$ cat config.mk
export PLATFORM = sky130hd
export DESIGN_NAME = swap_seq
export DESIGN_NICKNAME = d
export VERILOG_FILES = /design/src/rtl/swap_pkg.sv /design/src/rtl/swap_phase_ctrl.sv /design/src/rtl/swap_capture.sv /design/src/rtl/swap_bus_drive.sv /design/src/rtl/swap_seq.sv
export SDC_FILE = /design/constraint.sdc
export NUM_CORES = 1
export LEC_CHECK = 0
export ABC_AREA = 1
export BUFFER_PORTS_ARGS = -buffer_cell sky130_fd_sc_hd__buf_2
export CAP_MARGIN = 20
export CORE_MARGIN = 4
export CORE_UTILIZATION = 47
export CTS_CLUSTER_DIAMETER = 150
export CTS_CLUSTER_SIZE = 10
export DETAILED_ROUTE_END_ITERATION = 6
export MAX_ROUTING_LAYER = met4
export PLACE_DENSITY = 0.77
export SLEW_MARGIN = 40
export SYNTH_ARGS = -nofsm -noshare
export SYNTH_HDL_FRONTEND = slang
export SYNTH_SLANG_ARGS = --single-unit
$ cat constraint.sdc
create_clock -name clk -period 1.8 [get_ports clk]
set_input_delay 0.18 -clock clk [delete_from_list [all_inputs] [get_ports clk]]
set_output_delay 0.18 -clock clk [all_outputs]
set_load 0.05 [all_outputs]
$ cat src/rtl/swap_pkg.sv
`timescale 1ns/1ps
package swap_pkg;

  typedef enum logic [2:0] {
    PH_IDLE   = 3'd0,
    PH_FETCH  = 3'd1,
    PH_READ   = 3'd2,
    PH_WRITE  = 3'd3,
    PH_COMMIT = 3'd4
  } swap_phase_e;

  localparam logic [1:0] SIZE_BYTE = 2'b00;
  localparam logic [1:0] SIZE_WORD = 2'b10;

endpackage

$ cat src/rtl/swap_phase_ctrl.sv
`timescale 1ns/1ps
module swap_phase_ctrl
  import swap_pkg::*;
(
  input  logic        clk,
  input  logic        rst_n,
  input  logic        start_i,
  output swap_phase_e phase_o,
  output logic        accept_o
);

  swap_phase_e phase_q;
  swap_phase_e phase_d;

  // next-state process
  always_comb begin
    phase_d  = phase_q;
    accept_o = 1'b0;
    unique case (phase_q)
      PH_IDLE: begin
        if (start_i) begin
          phase_d  = PH_FETCH;
          accept_o = 1'b1;
        end
      end
      PH_FETCH:  phase_d = PH_READ;
      PH_READ:   phase_d = PH_WRITE;
      PH_WRITE:  phase_d = PH_COMMIT;
      PH_COMMIT: phase_d = PH_IDLE;
      default:   phase_d = PH_IDLE;
    endcase
  end

  // register process
  always_ff @(posedge clk or negedge rst_n) begin
    if (!rst_n) begin
      phase_q <= PH_IDLE;
    end else begin
      phase_q <= phase_d;
    end
  end

  assign phase_o = phase_q;

endmodule

$ cat src/rtl/swap_capture.sv
`timescale 1ns/1ps
module swap_capture
  import swap_pkg::*;
#(
  parameter int ADDR_W = 32,
  parameter int DATA_W = 32
) (
  input  logic              clk,
  input  logic              rst_n,
  input  swap_phase_e       phase_i,
  input  logic              accept_i,
  input  logic [ADDR_W-1:0] mem_addr_i,
  input  logic [DATA_W-1:0] store_data_i,
  input  logic              byte_mode_i,
  input  logic [ADDR_W-1:0] fetch_pc_i,
  input  logic              abort_i,
  input  logic [DATA_W-1:0] rd_data_i,
  output logic [ADDR_W-1:0] addr_o,
  output logic [DATA_W-1:0] store_o,
  output logic              byte_o,
  output logic [ADDR_W-1:0] pc_o,
  output logic [DATA_W-1:0] held_o,
  output logic              aborted_o
);

  localparam int LANES  = DATA_W / 8;
  localparam int LANE_W = (LANES > 1) ? $clog2(LANES) : 1;

  logic [ADDR_W-1:0] addr_q;
  logic [DATA_W-1:0] store_q;
  logic              byte_q;
  logic [ADDR_W-1:0] pc_q;
  logic [DATA_W-1:0] held_q, held_d;
  logic              aborted_q, aborted_d;
  logic              held_en, abort_en;
  logic [LANE_W-1:0] lane_sel;
  logic [7:0]        lane_byte;

  assign lane_sel = addr_q[LANE_W-1:0];

  // byte lane pick from the read word
  always_comb begin
    lane_byte = rd_data_i[7:0];
    for (int k = 0; k < LANES; k++) begin
      if (lane_sel == LANE_W'(k)) begin
        lane_byte = rd_data_i[8*k +: 8];
      end
    end
  end

  always_comb begin
    held_en = (phase_i == PH_READ);
    if (byte_q) begin
      held_d = {{(DATA_W-8){1'b0}}, lane_byte};
    end else begin
      held_d = rd_data_i;
    end
  end

  always_comb begin
    abort_en  = accept_i
              | (((phase_i == PH_READ) | (phase_i == PH_WRITE)) & abort_i);
    aborted_d = accept_i ? 1'b0 : 1'b1;
  end

  always_ff @(posedge clk or negedge rst_n) begin
    if (!rst_n) begin
      addr_q  <= '0;
      store_q <= '0;
      byte_q  <= 1'b0;
      pc_q    <= '0;
    end else if (accept_i) begin
      addr_q  <= mem_addr_i;
      store_q <= store_data_i;
      byte_q  <= byte_mode_i;
      pc_q    <= fetch_pc_i;
    end
  end

  always_ff @(posedge clk or negedge rst_n) begin
    if (!rst_n) begin
      held_q <= '0;
    end else if (held_en) begin
      held_q <= held_d;
    end
  end

  always_ff @(posedge clk or negedge rst_n) begin
    if (!rst_n) begin
      aborted_q <= 1'b0;
    end else if (abort_en) begin
      aborted_q <= aborted_d;
    end
  end

  assign addr_o    = addr_q;
  assign store_o   = store_q;
  assign byte_o    = byte_q;
  assign pc_o      = pc_q;
  assign held_o    = held_q;
  assign aborted_o = aborted_q;

endmodule

$ cat src/rtl/swap_bus_drive.sv
`timescale 1ns/1ps
module swap_bus_drive
  import swap_pkg::*;
#(
  parameter int ADDR_W      = 32,
  parameter int DATA_W      = 32,
  parameter int INSTR_BYTES = 4
) (
  input  swap_phase_e       phase_i,
  input  logic [ADDR_W-1:0] addr_i,
  input  logic [DATA_W-1:0] store_i,
  input  logic              byte_i,
  input  logic [ADDR_W-1:0] pc_i,
  input  logic [DATA_W-1:0] held_i,
  input  logic              aborted_i,
  output logic [ADDR_W-1:0] bus_addr_o,
  output logic              bus_we_o,
  output logic [1:0]        bus_size_o,
  output logic              bus_lock_o,
  output logic              bus_req_o,
  output logic [DATA_W-1:0] bus_wdata_o,
  output logic              rf_we_o,
  output logic [DATA_W-1:0] rf_wdata_o
);

  localparam int LANES = DATA_W / 8;

  logic [1:0]        data_size;
  logic [DATA_W-1:0] store_bus;

  assign data_size = byte_i ? SIZE_BYTE : SIZE_WORD;
  assign store_bus = byte_i ? {LANES{store_i[7:0]}} : store_i;

  always_comb begin
    bus_addr_o  = '0;
    bus_we_o    = 1'b0;
    bus_size_o  = SIZE_WORD;
    bus_lock_o  = 1'b0;
    bus_req_o   = 1'b0;
    bus_wdata_o = '0;
    rf_we_o     = 1'b0;
    rf_wdata_o  = '0;
    unique case (phase_i)
      PH_FETCH: begin
        bus_addr_o = pc_i;
        bus_req_o  = 1'b1;
      end
      PH_READ: begin
        bus_addr_o = addr_i;
        bus_req_o  = 1'b1;
        bus_lock_o = 1'b1;
        bus_size_o = data_size;
      end
      PH_WRITE: begin
        bus_addr_o  = addr_i;
        bus_req_o   = 1'b1;
        bus_lock_o  = 1'b1;
        bus_we_o    = 1'b1;
        bus_size_o  = data_size;
        bus_wdata_o = store_bus;
      end
      PH_COMMIT: begin
        bus_addr_o = pc_i + ADDR_W'(INSTR_BYTES);
        rf_we_o    = ~aborted_i;
        rf_wdata_o = aborted_i ? '0 : held_i;
      end
      default: begin
      end
    endcase
  end

endmodule

$ cat src/rtl/swap_seq.sv
`timescale 1ns/1ps
module swap_seq
  import swap_pkg::*;
#(
  parameter int ADDR_W      = 32,
  parameter int DATA_W      = 32,
  parameter int INSTR_BYTES = 4
) (
  input  logic              clk,
  input  logic              rst_n,
  input  logic              start_i,
  input  logic [ADDR_W-1:0] mem_addr_i,
  input  logic [DATA_W-1:0] store_data_i,
  input  logic              byte_mode_i,
  input  logic [ADDR_W-1:0] fetch_pc_i,
  input  logic              abort_i,
  input  logic [DATA_W-1:0] rd_data_i,
  output logic [ADDR_W-1:0] bus_addr_o,
  output logic              bus_we_o,
  output logic [1:0]        bus_size_o,
  output logic              bus_lock_o,
  output logic              bus_req_o,
  output logic [DATA_W-1:0] bus_wdata_o,
  output logic              rf_we_o,
  output logic [DATA_W-1:0] rf_wdata_o
);

  swap_phase_e       phase;
  logic              accept;
  logic [ADDR_W-1:0] cap_addr;
  logic [DATA_W-1:0] cap_store;
  logic              cap_byte;
  logic [ADDR_W-1:0] cap_pc;
  logic [DATA_W-1:0] cap_held;
  logic              cap_aborted;

  swap_phase_ctrl u_ctrl (
    .clk      (clk),
    .rst_n    (rst_n),
    .start_i  (start_i),
    .phase_o  (phase),
    .accept_o (accept)
  );

  swap_capture #(
    .ADDR_W (ADDR_W),
    .DATA_W (DATA_W)
  ) u_capture (
    .clk          (clk),
    .rst_n        (rst_n),
    .phase_i      (phase),
    .accept_i     (accept),
    .mem_addr_i   (mem_addr_i),
    .store_data_i (store_data_i),
    .byte_mode_i  (byte_mode_i),
    .fetch_pc_i   (fetch_pc_i),
    .abort_i      (abort_i),
    .rd_data_i    (rd_data_i),
    .addr_o       (cap_addr),
    .store_o      (cap_store),
    .byte_o       (cap_byte),
    .pc_o         (cap_pc),
    .held_o       (cap_held),
    .aborted_o    (cap_aborted)
  );

  swap_bus_drive #(
    .ADDR_W      (ADDR_W),
    .DATA_W      (DATA_W),
    .INSTR_BYTES (INSTR_BYTES)
  ) u_drive (
    .phase_i     (phase),
    .addr_i      (cap_addr),
    .store_i     (cap_store),
    .byte_i      (cap_byte),
    .pc_i        (cap_pc),
    .held_i      (cap_held),
    .aborted_i   (cap_aborted),
    .bus_addr_o  (bus_addr_o),
    .bus_we_o    (bus_we_o),
    .bus_size_o  (bus_size_o),
    .bus_lock_o  (bus_lock_o),
    .bus_req_o   (bus_req_o),
    .bus_wdata_o (bus_wdata_o),
    .rf_we_o     (rf_we_o),
    .rf_wdata_o  (rf_wdata_o)
  );

endmodule

==> results of run 1 <==
power groups by stage:
stage | registers [mW] | logic, mW | clock network, mW
finish | 5.74 | 17.0 | 3.34
floorplan | 5.15 | 8.51 | 0
global placement | 5.36 | 11.3 | 0
CTS | 5.41 | 14.9 | 3.28
global route | 5.82 | 17.8 | 3.47
detailed placement | 5.42 | 11.4 | 0
through the flow:
step,worst slack [ns],TNS (ns)
final,-0.467,-24.56
after global routing,-0.489,-28.77
after CTS,-0.269,-18.90
after detailed placement,-0.00107,-0.00107
after global placement,0.0150,0
after floorplan,-0.349,-11.03
synth_stat cells (4+ instances only):
library cell | number | area [sq um]
a21boi_1 | 5 | 37.5
clkbuf_1 | 4 | 15.0
nor2_1 | 137 | 514
o21ai_1 | 16 | 80.1
nor2_2 | 5 | 31.3
o21ai_0 | 21 | 105
dfrtp_1 | 133 | 3330
inv_1 | 108 | 405
a22oi_1 | 21 | 158
nand3_1 | 85 | 425
nand2_1 | 246 | 923
a21oi_1 | 43 | 215
mux2_4 | 10 | 150
nand3b_1 | 8 | 60.1
buf_6 | 5 | 56.3
mux2_2 | 54 | 608
inv_2 | 8 | 30.0
buf_2 | 31 | 155
worst max-delay path: stages (launching register included):
cell and delay, ns:
dfrtp_1 0.47, nand2_2 0.12, nor2_2 0.18, nand2_2 0.10, nor2_1 0.25, nand3_1 0.17
nand3_2 0.13, nand2_2 0.07, buf_8 0.16
registers in the layout, indices dropped and copies added, names as in the netlist:
signal and count:
u_capture.aborted_o 1, u_capture.addr_o 32, u_capture.byte_o 1, u_capture.held_o 32, u_capture.pc_o 32, u_capture.store_o 32
u_ctrl.phase_o 3
layer usage:
layer / GRT usage, % / up-vias
met3: 8.29 / 268
met4: 22.6 / 0
met5: - / -
met1: 38.3 / 4407
li1: - / 3857
met2: 61.0 / 731
worst max path at each step:
stage | startpoint | cells after the start | endpoint
2_1_floorplan | u_capture.pc_o[3] | 4 | bus_addr_o[4]
3_3_place_gp | u_capture.pc_o[2] | 10 | bus_addr_o[22]
3_5_place_dp | u_capture.pc_o[2] | 10 | bus_addr_o[22]
4_1_cts | u_capture.pc_o[5] | 10 | bus_addr_o[29]
5_1_grt | u_capture.pc_o[12] | 8 | bus_addr_o[28]
6_report | u_capture.pc_o[12] | 8 | bus_addr_o[28]
area by class of cell:
type / instances / area (sq um) / share of cell area, %
clock buffers: 23 / 468 / 3.61
inverters: 116 / 498 / 3.84
well taps: 211 / 264 / 2.04
clock inverters: 9 / 78.8 / 0.608
repair buffers: 406 / 3910 / 30.1
repair inverters: 1 / 7.51 / 0.0579
multi-input cells: 670 / 4400 / 34.0
flip-flops and latches: 133 / 3340 / 25.8
what timing repair did:
item,CTS,global route
setup endpoints to repair,99,99
resized for setup,423,132
buffers inserted,32,17
gates cloned,10,1
hold endpoints to repair,109,1
hold buffers,70,1
pin swaps,17,22
kinds of logic after synthesis:
| family | Yosys count | share of synthesized area, % |
|---|---|---|
| flip-flops | 133 | 44.5 |
| AO/OA/AOI/OAI | 115 | 8.87 |
| adder cells (fa/ha/maj) | 1 | 0.167 |
| other | 1 | 0.0501 |
| buffers and inverters | 161 | 9.20 |
| AND/OR/NAND/NOR | 489 | 27.1 |
| multiplexers | 64 | 10.1 |
==> run_results.csv, run 1 <==
group,metric,value,unit
logic_synthesis,ys_seq_area_share,44.5,%
setup_path,cp.arrival,2.09,ns
cts,cts_buffers,17,
pwr,finalPower,26.1,mW
worst_hold_path,hp-class,"input port to flip-flop",
sta,fin_ws,-0.467,ns
routing,vias,9263,
outcome,status,"finished, violations left",
floorplan,core-area,0.0154,sq mm
global_route,grt_max_degree,73,
sta,finalCriticalPeriod,2.27,ns
placement,dpl_cell_area,0.00928,sq mm
sta,max_freq,441,MHz
outcome,violations,"negative setup slack",
global_route,track_usage,36.1,%
finish,mostFrequentLayoutCell,"nand2_1",
cts,clkSinkCount,133,
logic_synthesis,yosysWarnings,0,
global_route,grt-ovfl-total,0,
setup_path,end_kind,"output port",
pwr,p_sw,13.1,mW
logic_synthesis,syn_area,0.00748,sq mm
logic_synthesis,yosysUniqueCellTypes,33,
logic_synthesis,synth-seq-cells,133,
sta,fin_crit_sh,126,%
finish,diodes,0,
logic_synthesis,synth_nets,1098,
routing,wl,35100,um
pwr,pwr-share-seq,22.0,%
sta,rsz0062_at_grt,"true",
global_route,grt_pass1_vias,9268,
pwr,leakage,6.38,nW
cts,cts_tree,"yes",
sta,hold_viol_final,0,
setup_path,critical_path_class,"flip-flop to output port",
worst_hold_path,hold_path_startpoint,"store_data_i[1]",
logic_synthesis,ys_async_sr_fraction,100,%
worst_hold_path,whs_path_depth,3,
pwr,power.internal,13.0,mW
setup_path,rrSetupSlack,0.02,ns
placement,gp_routability_congestion,0.951,
routing,top_layer,"met4",
routing,route.met2.wl,17700,um
placement,io_buffers,233,
floorplan,rows,45,
logic_synthesis,synth_edf_count,0,
floorplan,initial_core_util,48.7,%
sta,maxSlewViolCount,0,
cts,root_buffer,"clkbuf_16",
finish,fin_util,84.3,%
sta,finalSetupViolations,99,
cts,cts_max_level,4,
finish,synthToLayoutAreaGrowth,73.3,%
sta,finalClockSkew,0.00600,ns
finish,fillers,739,
routing,drc,0,
floorplan,io_pins,235,
setup_path,crit_fanout,3,
logic_synthesis,synth_flop_cell,"dfrtp_1",
pwr,powerDensity,2010,mW/mm^2
run,max_cap_viol_count,0,
floorplan,die_height,134,um
pwr,netSwitchingFraction,50.1,%
pwr,combPwrFrac,65.2,%
finish,final_cells,1569,
finish,drive_gt1_share,46.3,%
floorplan,dieArea,0.0180,sq mm
routing,wl_met3,3010,um
worst_hold_path,min_to,"u_capture.store_o[1]",
finish,design_area,0.0130,sq mm
pwr,pwr-share-clk,12.8,%
floorplan,die_w,134,um
global_route,antenna_found_initial,0,
routing,initialDrtViolationCount,920,
setup_path,startpoint_type,"flip-flop",
routing,met1_length,11500,um
placement,dp_hpwl,16600,um
sta,fin_hold_ws,0.00981,ns
setup_path,regToRegStartpoint,"u_ctrl.phase_o[1]",
logic_synthesis,syn_avg_cell_area,7.76,sq um
placement,placed_cells,1411,
cts,clock_path_buffers,2,
logic_synthesis,synthCells,964,
finish,fin_nets,1479,
setup_path,timing.rr.end,"u_capture.store_o[21]",
routing,viasPerCell,5.90,
cts,cts.clk_slew.worst_paths,0.06,ns
setup_path,reg2regPathDepth,6,
routing,antenna_left,0,
routing,first_pass_iters,6,
cts,clock_latency,0.43,ns
setup_path,worstPathRequired,1.62,ns
pwr,ir_drop,1560,uV
finish,layout.cells.most_common_list,"187 x nand2_1, 132 x buf_2, 125 x dfrtp_1",
routing,wl_per_cell,22.4,um
global_route,grt_pass1_wl,49200,um
No activity file was read; power rests on OpenSTA's default activity.
==> inputs of run 2 (changes only) <==
- ABC_AREA: 1 -> unset
- ABC_CLOCK_PERIOD_IN_PS: unset -> 1800
- PLACE_DENSITY: 0.77 -> 0.78
==> run 2 against run 1 <==
  * Maximum frequency is 11% lower
  * Final area up 1.5%
  * Clock-buffer cell count fell by 3
  * Clock power up 15%
  * Sequential share of layout area is 0.34 points lower
  * Register-to-register slack lost 0.12 ns
  * Critical path type unchanged
  * Sequential power rose by 2%
  * First-iteration DRC count decreased by 12%
  * Synthesized area down 5.2%
  * The run still ends with negative setup slack left
  * Via count shrank 14%
  * Clock skew rose by 0.0093 ns
  * Largest power group unchanged
==> run_results.csv, run 2 <==
group,metric,value,unit
global_route,grt_pass1_wl,42700,um
routing,initialDrtViolationCount,814,
cts,clkSinkCount,133,
routing,drc,0,
setup_path,worstPathCellList,"nand3_4, nor4_4, buf_4, buf_12, nand4_1, xor2_2, o22ai_4, buf_6",
setup_path,crit_family,"simple AND/OR/NAND/NOR gates",
sta,hold_viol_final,0,
cts,cts_tree,"yes",
sta,fin_ws,-0.743,ns
logic_synthesis,ys_async_sr_fraction,100,%
placement,placed_cells,1141,
global_route,grt_max_degree,65,
placement,dp_hpwl,15300,um
cts,cts_max_level,4,
sta,finalCriticalPeriod,2.54,ns
setup_path,crit_fanout,7,
setup_path,cp.arrival,2.36,ns
sta,finalClockSkew,0.0153,ns
logic_synthesis,syn_area,0.00709,sq mm
floorplan,initial_core_util,48.4,%
logic_synthesis,synthAdderAreaFrac,0.176,%
finish,synthToLayoutAreaGrowth,85.4,%
sta,maxSlewHeadroom,64.7,%
sta,fin_crit_sh,141,%
logic_synthesis,synthXorXnorAreaFrac,2.35,%
sta,tightest_slew,0.529,ns
floorplan,die_w,131,um
routing,antenna_left,0,
placement,gp_routability_congestion,0.909,
worst_hold_path,hp-class,"input port to flip-flop",
finish,layout.cells.most_common_list,"131 x buf_2, 124 x dfrtp_1, 93 x mux2_2",
floorplan,dieArea,0.0171,sq mm
logic_synthesis,yosysWarnings,0,
outcome,status,"finished, violations left",
finish,fin_nets,1239,
logic_synthesis,synth_nets,842,
logic_synthesis,yosysUniqueCellTypes,40,
logic_synthesis,yosys.cell_count.top_type,"dfrtp_1",
logic_synthesis,synth_top_area_share,46.9,%
logic_synthesis,yosys.area.top_type,"dfrtp_1",
logic_synthesis,yosys-top-cells-count,"133 x dfrtp_1, 96 x mux2_2, 72 x nand2_1, 51 x o21ai_0, 44 x nand2b_1",
pwr,leakage,5.78,nW
logic_synthesis,synth_mux_area_share,16.4,%
sta,fin_hold_ws,0.00529,ns
logic_synthesis,synth_compound_area_share,12.5,%
sta,max_freq,393,MHz
pwr,powerDensity,2050,mW/mm^2
logic_synthesis,syn_avg_cell_area,10.0,sq um
global_route,grt-ovfl-total,0,
sta,rsz0062_at_grt,"true",
finish,drive_gt1_share,61.5,%
finish,design_area,0.0132,sq mm
sta,setup_tns,-35.26,ns
setup_path,critPathBufInv,3,
setup_path,worstPathRequired,1.62,ns
setup_path,path_depth,8,
global_route,track_usage,33.4,%
setup_path,crit_path_top_delay_cell,"dfrtp_1",
cts,cts.clk_slew.worst_paths,0.06,ns
sta,maxSlewViolCount,0,
setup_path,reg2regPathDepth,8,
logic_synthesis,synth_flop_cell,"dfrtp_1",
placement,dpl_cell_area,0.00929,sq mm
finish,fillers,552,
logic_synthesis,synth-seq-cells,133,
floorplan,rows,44,
floorplan,io_pins,235,
outcome,violations,"negative setup slack",
finish,mostFrequentLayoutCell,"buf_2",
setup_path,startpoint_type,"flip-flop",
routing,viasPerCell,6.13,
logic_synthesis,synth_top_family_by_area,"simple AND/OR/NAND/NOR gates",
setup_path,critical_path_class,"flip-flop to output port",
routing,vias,7991,
worst_hold_path,whs_path_depth,2,
global_route,grt_pass1_vias,7855,
run,max_cap_viol_count,0,
logic_synthesis,synth_edf_count,0,
routing,wl_per_cell,25.5,um
routing,first_pass_iters,6,
logic_synthesis,ys_top_cells_by_area,"dfrtp_1 47%, mux2_2 15%, nand2b_1 3.9%",
placement,io_buffers,233,
pwr,ir_drop,1860,uV
logic_synthesis,ys_seq_area_share,46.9,%
cts,root_buffer,"clkbuf_16",
routing,wl,33200,um
cts,clock_path_buffers,2,
finish,final_cells,1303,
logic_synthesis,synthCells,708,
global_route,antenna_found_initial,1,
floorplan,die_height,131,um
floorplan,core-area,0.0146,sq mm
sta,finalSetupViolations,166,
cts,cts_buffers,17,
setup_path,cpPeakStageDelay,0.43,ns
setup_path,end_kind,"output port",
cts,clock_latency,0.42,ns
logic_synthesis,synth_simple_gate_area_share,17.7,%
-- run 2: cell types whose count changed after synthesis, moves of 15 or more --
cell	change
nand2b_1	+44
and3_1	+15
o22ai_1	+16
inv_1	-97
o21ai_1	-15
o21ai_0	+30
nand3_1	-72
clkbuf_1	+29
nand2_1	-174
and2_1	+34
buf_2	-16
mux2_2	+42
nor2_1	-116
-- run 2: report_power, final --
part	internal [mW]	switching, mW	total (mW)
Clock	2.40	1.43	3.83
Sequential	4.50	1.32	5.83
Combinational	7.46	9.81	17.3
-- run 2: final cells by class --
cell class / count / area (sq um) / share of cell area [%]
Clock buffer: 20 / 457 / 3.47
Multi-Input combinational cell: 508 / 4710 / 35.8
Clock inverter: 12 / 176 / 1.34
Inverter: 12 / 50.0 / 0.381
Timing Repair Buffer: 433 / 4190 / 31.8
Antenna cell: 1 / 2.50 / 0.0190
Tap cell: 184 / 230 / 1.75
Sequential cell: 133 / 3340 / 25.4
-- run 2: what timing repair did --
| item | 4_1_cts | 5_1_grt |
|---|---|---|
| pin swaps | 36 | 76 |
| buffers inserted | 35 | 24 |
| gates resized for setup | 329 | 203 |
| hold buffers | 59 | 6 |
| setup endpoints to repair | 100 | 133 |
| gates cloned | 5 | 12 |
| endpoints found under the hold margin | 100 | 6 |
-- run 2: worst register-to-register path: cells and delay by family (launching register included) --
| family | cells | cell delay (ns) |
|---|---|---|
| and+or+nand+nor | 2 | 0.36 |
| buffers and inverters | 5 | 0.70 |
| AOI/OAI and AO/OA | 1 | 0.32 |
| DFF | 1 | 0.41 |
-- run 2: worst paths after layout --
kind                                 startpoint  slack [ns]                    to
min                             store_data_i[0]       0.005  u_capture.store_o[0]
max reg2reg                   u_ctrl.phase_o[1]       -0.10  u_capture.held_o[10]
max                           u_capture.pc_o[7]       -0.74        bus_addr_o[27]
min reg2reg                u_capture.held_o[18]        0.49  u_capture.held_o[18]
min in group asynchronous                 rst_n        0.27   u_capture.addr_o[9]
max in group asynchronous                 rst_n        0.91     u_ctrl.phase_o[2]
-- run 2: kinds of logic (layout without fill, tap and decap cells) --
group	after synthesis	in the layout
other cells	1	2
mux	104	104
compound gates	149	149
fa+ha+maj	1	1
buf+inv	67	477
flops	133	133
simple gates	234	234
xor+xnor	19	19
-- run 2: stage by stage --
| step | total power [mW] | setup slack, ns | util [%] |
|---|---|---|---|
| final | 26.9 | -0.743 | 89.8 |
| after global routing | 27.9 | -0.839 | 89.8 |
| after CTS | 24.3 | -0.554 | 82.5 |
| after detailed placement | 17.2 | -0.152 | 63.4 |
| after global placement | 16.9 | -0.109 | 63.4 |
| after floorplan | 13.8 | -0.215 | - |
-- run 2: layer usage --
metal | global-route usage [%] | part of all wire (%)
met1 | 39.1 | 35
met2 | 56.6 | 51
met3 | 7.20 | 7.7
met4 | 12.6 | 6.2
met5 | - | 0
